===== config.mk =====
export PLATFORM = sky130hd
export DESIGN_NAME = snoop_coh_ctrl
export DESIGN_NICKNAME = d
export VERILOG_FILES = /design/src/rtl/coh_pkg.sv /design/src/rtl/coh_snoop_fsm.sv /design/src/rtl/coh_cpu_fsm.sv /design/src/rtl/coh_line_store.sv /design/src/rtl/snoop_coh_ctrl.sv
export SDC_FILE = /design/constraint.sdc
export NUM_CORES = 1
export LEC_CHECK = 0
export ABC_AREA = 1
export BUFFER_PORTS_ARGS = -buffer_cell sky130_fd_sc_hd__buf_2
export CAP_MARGIN = 20
export CORE_UTILIZATION = 58
export CTS_CLUSTER_SIZE = 24
export DETAILED_ROUTE_END_ITERATION = 10
export PLACE_DENSITY = 0.8
export SYNTH_ARGS = -nofsm -noshare
export SYNTH_HDL_FRONTEND = slang
export SYNTH_SLANG_ARGS = --single-unit
export TNS_END_PERCENT = 50

===== constraint.sdc =====
create_clock -name clk -period 2.4 [get_ports clk]
set_input_delay 0.12 -clock clk [delete_from_list [all_inputs] [get_ports clk]]
set_output_delay 0.12 -clock clk [all_outputs]
set_load 0.005 [all_outputs]

===== src/rtl/coh_pkg.sv =====
package coh_pkg;
    typedef enum logic [1:0] {
        ST_INV = 2'd0,
        ST_SHR = 2'd1,
        ST_EXC = 2'd2,
        ST_MOD = 2'd3
    } line_state_t;

    typedef enum logic [1:0] {
        BUS_NONE = 2'd0,
        BUS_RD   = 2'd1,
        BUS_RDX  = 2'd2,
        BUS_UPG  = 2'd3
    } bus_op_t;
endpackage


===== src/rtl/coh_snoop_fsm.sv =====
module coh_snoop_fsm
    import coh_pkg::*;
(
    input  logic        valid,
    input  bus_op_t     op,
    input  line_state_t cur,
    output line_state_t nxt,
    output logic        flush,
    output logic        shared
);
    always_comb begin
        nxt    = cur;
        flush  = 1'b0;
        shared = 1'b0;
        if (valid) begin
            unique case (cur)
                ST_INV: ;
                ST_SHR: begin
                    if (op == BUS_RD) shared = 1'b1;
                    if (op == BUS_RDX || op == BUS_UPG) nxt = ST_INV;  // kill
                end
                ST_EXC: begin
                    if (op == BUS_RD) begin                             // demote
                        shared = 1'b1;
                        nxt    = ST_SHR;
                    end
                    if (op == BUS_RDX) nxt = ST_INV;                    // kill
                end
                ST_MOD: begin
                    if (op == BUS_RD) begin                             // demote-with-flush
                        shared = 1'b1;
                        flush  = 1'b1;
                        nxt    = ST_SHR;
                    end
                    if (op == BUS_RDX) begin                            // kill-with-flush
                        flush = 1'b1;
                        nxt   = ST_INV;
                    end
                end
            endcase
        end
    end
endmodule


===== src/rtl/coh_cpu_fsm.sv =====
module coh_cpu_fsm
    import coh_pkg::*;
(
    input  logic        valid,
    input  logic        write,
    input  logic        mesi,
    input  logic        shared_in,
    input  line_state_t cur,
    output line_state_t nxt,
    output bus_op_t     op
);
    always_comb begin
        nxt = cur;
        op  = BUS_NONE;
        if (valid) begin
            unique case (cur)
                ST_INV: begin
                    if (write) begin                 // fill-modified
                        op  = BUS_RDX;
                        nxt = ST_MOD;
                    end else begin                   // fill-shared / fill-exclusive
                        op  = BUS_RD;
                        nxt = (mesi && !shared_in) ? ST_EXC : ST_SHR;
                    end
                end
                ST_SHR: begin
                    if (write) begin                 // upgrade
                        op  = BUS_UPG;
                        nxt = ST_MOD;
                    end
                end
                ST_EXC: begin
                    if (write) nxt = ST_MOD;         // silent-promote
                end
                ST_MOD: ;
            endcase
        end
    end
endmodule


===== src/rtl/coh_line_store.sv =====
module coh_line_store
    import coh_pkg::*;
#(
    parameter int NUM_LINES = 8,
    localparam int IDX_W = $clog2(NUM_LINES)
) (
    input  logic                          clk,
    input  logic                          rst_n,
    input  logic                          snp_we,
    input  logic [IDX_W-1:0]              snp_idx,
    input  line_state_t                   snp_nxt,
    input  logic                          cpu_we,
    input  logic [IDX_W-1:0]              cpu_idx,
    input  line_state_t                   cpu_nxt,
    output line_state_t [NUM_LINES-1:0]   lines_o
);
    for (genvar g = 0; g < NUM_LINES; g++) begin : g_line
        line_state_t q;
        always_ff @(posedge clk or negedge rst_n) begin
            if (!rst_n)
                q <= ST_INV;
            else if (cpu_we && cpu_idx == IDX_W'(g))
                q <= cpu_nxt;
            else if (snp_we && snp_idx == IDX_W'(g))
                q <= snp_nxt;
        end
        assign lines_o[g] = q;
    end
endmodule


===== src/rtl/snoop_coh_ctrl.sv =====
module snoop_coh_ctrl
    import coh_pkg::*;
#(
    parameter int NUM_LINES = 8,
    localparam int IDX_W = $clog2(NUM_LINES)
) (
    input  logic             clk,
    input  logic             rst_n,
    input  logic             mesi_en,
    input  logic             cpu_valid,
    input  logic             cpu_write,
    input  logic [IDX_W-1:0] cpu_idx,
    input  logic             snp_valid,
    input  logic [1:0]       snp_op,
    input  logic [IDX_W-1:0] snp_idx,
    input  logic             snp_shared_in,
    output logic [1:0]       bus_req_op,
    output logic             flush_req,
    output logic             shared_out,
    output logic [1:0]       cpu_new_state
);
    line_state_t [NUM_LINES-1:0] lines;
    line_state_t snp_cur, snp_nxt, cpu_base, cpu_nxt;
    bus_op_t     cpu_op;
    logic        mesi_q;

    always_ff @(posedge clk) begin
        if (!rst_n) mesi_q <= mesi_en;
    end

    assign snp_cur  = lines[snp_idx];
    assign cpu_base = (snp_valid && snp_idx == cpu_idx) ? snp_nxt : lines[cpu_idx];

    coh_snoop_fsm i_snoop (
        .valid  (snp_valid),
        .op     (bus_op_t'(snp_op)),
        .cur    (snp_cur),
        .nxt    (snp_nxt),
        .flush  (flush_req),
        .shared (shared_out)
    );

    coh_cpu_fsm i_cpu (
        .valid     (cpu_valid),
        .write     (cpu_write),
        .mesi      (mesi_q),
        .shared_in (snp_shared_in),
        .cur       (cpu_base),
        .nxt       (cpu_nxt),
        .op        (cpu_op)
    );

    coh_line_store #(.NUM_LINES(NUM_LINES)) i_store (
        .clk     (clk),
        .rst_n   (rst_n),
        .snp_we  (snp_valid),
        .snp_idx (snp_idx),
        .snp_nxt (snp_nxt),
        .cpu_we  (cpu_valid),
        .cpu_idx (cpu_idx),
        .cpu_nxt (cpu_nxt),
        .lines_o (lines)
    );

    assign bus_req_op    = cpu_op;
    assign cpu_new_state = cpu_nxt;
endmodule


Yosys cells after proc, flatten, opt, wreduce, memory -nomap -nowiden --
Index checks and enable logic that the tools add are counted.
Cells by class: multipliers 0, equal/unequal tests 23, div/mod/pow operators 0, shift-type cells 0, muxes and demuxes 41, $lt $le $gt $ge 2, bitwise gates (word level) 0, add/subtract/negate cells 0, reduce and logical (&&, ||, !) cells 34
Operators with widths (number):
- 2-bit two-way mux | 30
- 3-bit == test, second input constant | 8
- 1-bit logical AND | 18
- 2-bit nonzero test | 8
- 2-bit binary-select mux with 3-bit select | 2
- 3-bit by 2-bit == test with 1-bit output, second input constant | 4
- 2-bit case mux with 2 select lines | 3
- 2-bit == test, second input constant | 5
- 3-bit by 4-bit less-than comparator with 1-bit output, second input constant | 2
- 2-bit by 1-bit == test with 1-bit output, second input constant | 3
- 3-bit by 1-bit == test with 1-bit output, second input constant | 2
- 3-bit logical NOT | 2
- 1-bit two-way mux | 6
- 2-bit OR reduction | 2
- 3-bit == test | 1
- 3-bit OR reduction | 1
- 2-bit logical NOT | 1
- 1-bit logical NOT | 1
- 1-bit logical OR | 1
Storage, ports and cells: flip-flop bits (word level) 17, memories kept 0, bits in read-only memories 0, bits in latches 0, memory bits (writable) 0, input bits 15, output and inout bits 6

Longest topological paths before layout --
depth in word-level cells 12, gate-level depth with buffers 20, depth with buffers taken out 19

Modules after synthesis --
From an unflattened synthesis, not the netlist that was laid out.
Unflattened totals: cells, all modules 291, area, all modules 1722.9 µm²
Modules (own cells, without submodules):
- coh_line_store | seq. area each 400.4 µm², area an instance 997.2 µm², instances 1, cells each 147
- snoop_coh_ctrl | seq. area each 30.0 µm², area an instance 452.9 µm², instances 1, cells each 92
- coh_cpu_fsm | seq. area each 0.0 µm², area an instance 163.9 µm², instances 1, cells each 32
- coh_snoop_fsm | seq. area each 0.0 µm², area an instance 108.9 µm², instances 1, cells each 20

Least setup slack after synthesis --
Ideal clock, no wire load.
path type reg2reg, start register i_store.g_line[6].q[1], end register i_store.g_line[4].q[1], cell stages (with the launch flop) 19, path slack 0.467 ns, arrival time 1.811 ns, clock period less this slack 1.933 ns, setup time 0.121 ns, cells stage by stage dfrtp_1 inv_1 o21ai_0 nand2_1 nand2_1 nand2_1 nand2_2 nand3_4 nand3_4 nand2_4 ha_1 nor2_1 nand2_1 nand2_1 nand2_1 nand2_2 inv_4 nand2_1 nand2_1
Between the ends: cells in the longest elaborated chain, start to end 12, elaborated cells between the ends (all ways) 23, those cells by class 5 x eq/ne; 15 x mux; 3 x reduce/logical
RTL lines:
- start: declaration | RTL line coh_line_store.sv:18 | line_state_t q;
- start signal: assignment | RTL line coh_line_store.sv:23 | q <= cpu_nxt;
- start signal: assignment | RTL line coh_line_store.sv:25 | q <= snp_nxt;
- 2-bit binary-select mux with 3-bit select | RTL line snoop_coh_ctrl.sv:31 | assign snp_cur = lines[snp_idx];
- 2-bit two-way mux (implied by the code) | RTL line snoop_coh_ctrl.sv:31
- 2-bit == test or 2-bit two-way mux (tied branches) | RTL line coh_snoop_fsm.sv:16, coh_snoop_fsm.sv:23, coh_snoop_fsm.sv:30
- 2-bit OR reduction (no source line) or 2-bit two-way mux (tied branches)
- 2-bit case mux with 2 select lines | RTL line coh_snoop_fsm.sv:16 | unique case (cur)
- 2-bit two-way mux | RTL line coh_snoop_fsm.sv:15 | if (valid) begin
- 2-bit two-way mux (*) | RTL line snoop_coh_ctrl.sv:32 | assign cpu_base = (snp_valid && snp_idx == cpu_idx) ? snp_nxt : lines[cpu_idx];
- 2-bit by 1-bit == test with 1-bit output or 2-bit == test (tied branches) | RTL line coh_cpu_fsm.sv:16 | unique case (cur)
- 2-bit OR reduction (no source line)
- 2-bit case mux with 2 select lines | RTL line coh_cpu_fsm.sv:16
- 2-bit two-way mux (*) | RTL line coh_cpu_fsm.sv:15 | if (valid) begin
- net cpu_new_state[1] | RTL line snoop_coh_ctrl.sv:20 | output logic [1:0] cpu_new_state
- 2-bit two-way mux (*) | RTL line coh_line_store.sv:22 | else if (cpu_we && cpu_idx == IDX_W'(g))
- end signal: assignment | RTL line coh_line_store.sv:23
- end signal: assignment | RTL line coh_line_store.sv:25
- end: declaration | RTL line coh_line_store.sv:18
Mark *: on every way through the listed nets, which the timed path passes. The rest lies on a longest branch. The select of a mux whose other input is x is not followed. A chain may end at the register's enable or synchronous reset.

Worst setup path after layout --
start register i_store.g_line[4].q[0], end output port cpu_new_state[1]
Between the ends: cells in the longest elaborated chain, start to end 11, elaborated cells between the ends (all ways) 21, those cells by class 5 x eq/ne; 13 x mux; 3 x reduce/logical
RTL lines (RTL line):
- 2-bit binary-select mux with 3-bit select | snoop_coh_ctrl.sv:31
- 2-bit two-way mux (implied by the code) | snoop_coh_ctrl.sv:31
- 2-bit == test or 2-bit two-way mux (tied branches) | coh_snoop_fsm.sv:16, coh_snoop_fsm.sv:23, coh_snoop_fsm.sv:30
- 2-bit OR reduction (no source line) or 2-bit two-way mux (tied branches)
- 2-bit case mux with 2 select lines | coh_snoop_fsm.sv:16
- 2-bit two-way mux | coh_snoop_fsm.sv:15
- 2-bit two-way mux (*) | snoop_coh_ctrl.sv:32
- 2-bit by 1-bit == test with 1-bit output or 2-bit == test (tied branches) | coh_cpu_fsm.sv:16
- 2-bit OR reduction (no source line)
- 2-bit case mux with 2 select lines | coh_cpu_fsm.sv:16
- 2-bit two-way mux (*) | coh_cpu_fsm.sv:15
- end: declaration | snoop_coh_ctrl.sv:20
Every way passes the cells marked *; elsewhere a longest branch is shown, timed or not. The select of a mux whose other input is x is not followed.

==> out/metrics.csv <==
stage;metric;value;unit
place;DP Wirelength;3330;µm
setup_path;most used cell, CP;nand2_1;
run;# Max-Cap Violations;0;
finish;most common cell after layout, fill and taps aside;nand2_1;
drt;DR vias/cell;5.35;
synthesis;sequential fraction of the synthesis area;24.7;%
drt;final antenna-violating net count;0;
finish;most frequent cells in the layout;nand2_1, nor2_1, inv_1, buf_2, dfrtp_1;
floorplanning;Starting Density;62.0;%
finish;share of cells above drive strength 1;25.5;%
setup_path;Reg2Reg Launch Point;i_store.g_line[4].q[0];
setup_path;Critical path origin;i_store.g_line[4].q[0];
drt;drt total wl;4520;µm
setup_path;slowest stage delay, CP;0.42;ns
worst_hold_path;hold path depth;5;
setup_path;Arr. time, crit path;2.20;ns
floorplanning;Die ar.;0.00322;mm²
setup_path;cell depth of the worst flop-to-flop path;15;
worst_hold_path;Tightest Hold Check Type;in -> reg;
finish;Area Overhead vs Synth;18.8;%
floorplanning;IO Pins;21;
timing;Slew Limit Fails;0;
drt;drt first pass iters;8;
grt;initial antenna violation count;0;
place;gp weighted congestion;0.924;
setup_path;reg-to-reg endpoint;i_store.g_line[7].q[1];
clocking;CTS HTree Levels;1;
timing;RSZ-0062 raised after global routing;true;
outcome;violated checks;DRC;
clocking;Clk Latency, worst-skew pair;0.29;ns
clocking;CTS Buffer Depth;2;
finish;n_diodes;0;
setup_path;Crit Path Max Fanout;5;
synthesis;syn_nets;306;
synthesis;synthesized cell area;0.00174;mm²
floorplanning;Die Y;56.8;µm
timing;setup TNS;0;ns
grt;GR Util All Layers;28.9;%
finish;Final Core Density;73.7;%
clocking;clk slew on worst S/H paths;0.10;ns
finish;Layout Cells excl Fill;352;
clocking;CTS buffer count;3;
place;Placed Cells;335;
finish;final instance area;0.00207;mm²
timing;Worst Tran Pin Value;0.411;ns
clocking;clock root buffer;clkbuf_4;
timing;worst hold slack;0.206;ns
timing;Final Critical Period;2.32;ns
setup_path;Worst setup SP type;flip-flop;
timing;final setup vio count;0;
synthesis;Most used DFF post-synth;dfrtp_1;
grt;first-pass GRT wire length;7260;µm
drt;DRC viols;4;
timing;Final Hold Fails;0;
setup_path;worst reg2reg setup slack;0.24;ns
drt;WL per Instance;12.8;µm
timing;final worst path period share;96.6;%
setup_path;Crit. End Element;primary output;
grt;Overflow after GRT;0;
synthesis;Yosys cell types;33;
synthesis;number of synthesized flops with an enable pin;1;
floorplanning;# rows;19;
power;P_leak;1.14;nW
clocking;CTS tree;yes;
place;placed instance area;0.00185;mm²
floorplanning;core footprint;0.00281;mm²
grt;vias in the first global route;1611;
place;port buffer count;20;
setup_path;CP max-delay cell;dfrtp_1;
timing;Clock Skew;0.00704;ns
timing;Max-slew headroom;72.5;%
finish;# nets final;341;
drt;Via Count;1884;
synthesis;post-synthesis cell count;287;
synthesis;ys async rst share;94.1;%
power;peak supply drop;0.547;mV
clocking;clock sinks;17;
setup_path;WS Path Type;reg -> out;
setup_path;Worst EP required;2.28;ns
grt;largest net degree at the start of global routing;18;
synthesis;FF+latch count, synth;17;
synthesis;total number of yosys warnings;0;
setup_path;crit path to;cpu_new_state[1];
synthesis;syn_area_per_cell;6.06;µm²
power;pwr dens;638;mW/mm²
drt;DR iter-0 viols;134;
floorplanning;Die Wd;56.8;µm
outcome;status;finished with violations;
timing;achievable clock frequency;0.431;GHz
setup_path;worst-path cell chain;buf_4 -> o21a_1 -> o2111ai_1 -> nand3_1 -> nand2_4 -> ha_4 -> nor2_2 -> nand2_1 -> nand2_1 -> nand2_1 -> nand2_2 -> inv_4 -> buf_6;
-- stage by stage --
stage               setup slack [ns]  total power [mW]
finish                        0.0806              1.32
detailed placement             0.156              1.02
floorplan                      0.467             0.861
global placement               0.183              1.01
CTS                           0.0296              1.22
global route                 -0.0792              1.42
-- cells in the mapped netlist (2+ instances only) --
library cell	instances	share of area [%]
buf_2	2	0.58
a21oi_1	15	4.3
a22oi_1	4	1.7
o21a_1	2	0.86
nand3_1	9	2.6
inv_1	38	8.2
nand2_4	2	1.3
o2111ai_1	2	1.0
o21ai_0	9	2.6
inv_2	7	1.5
buf_6	2	1.3
o21ai_2	3	1.5
nand2_1	102	22
ha_1	4	2.9
nand3_4	2	2.0
dfrtp_1	16	23
nor2_1	43	9.3
nand4_1	2	0.72
nor2_4	2	1.3
nand2_2	8	2.9
-- flip-flops by register name, indices dropped and copies added (netlist names) --
name	count
i_store.g_line.q	16
mesi_q	1
-- critical path, delay by kind of cell, from the launching register on --
kind / cells / cell delay [ns]
and+or+nand+nor: 7 / 0.69
DFF: 1 / 0.42
buffers and inverters: 3 / 0.32
AOI/OAI and AO/OA: 2 / 0.26
adders and majority gates: 1 / 0.22
-- logic make-up (layout without fill, tap and decap cells) --
kind of cell,after synthesis,count (layout),synth area share [%]
fa+ha+maj,4,4,2.88
buf+inv,51,85,12.4
compound gates,40,40,14.9
simple gates,175,175,45.1
flops,17,17,24.7
-- where the power goes --
group          leakage, nW  switching (mW)  internal [mW]
combinational        0.908           0.430          0.304
clock               0.0177          0.0943         0.0620
sequential           0.212          0.0592          0.368
total                 1.14           0.584          0.734
-- worst min path at each step --
stage	to	from
after floorplan	i_store.g_line[0].q[0]	rst_n
after global placement	i_store.g_line[3].q[0]	rst_n
after detailed placement	i_store.g_line[3].q[1]	rst_n
after CTS	mesi_q	mesi_en
after global routing	i_store.g_line[6].q[0]	cpu_valid
final	i_store.g_line[6].q[0]	cpu_valid
-- routing by layer --
metal / up-vias / part of all wire [%] / global-route usage (%) / routed length, µm
li1: 961 / - / - / -
met1: 837 / 43 / 41.5 / 1960
met2: 84 / 47 / 45.9 / 2110
met3: 2 / 9.6 / 4.15 / 432
met4: 0 / 0.31 / 6.62 / 14
met5: - / 0 / 0 / 0
-- final cells by class --
type / instances / area, µm²
multi-input combinational: 219 / 1160
fill: 248 / 738
sequential: 17 / 430
timing repair buffer: 35 / 230
inverter: 46 / 175
tap: 31 / 38.8
clock buffer: 3 / 22.5
clock inverter: 1 / 5.00
-- what timing repair did --
action / 4_1_cts / 5_1_grt
endpoints found under the setup margin: 1 / 2
pin swaps: 1 / 8
endpoints found under the hold margin: 16 / 1
resized for setup: 4 / 16
hold buffers: 1 / 1
setup buffers: 3 / 8
Note: power is estimated with default switching activity, not from simulation.
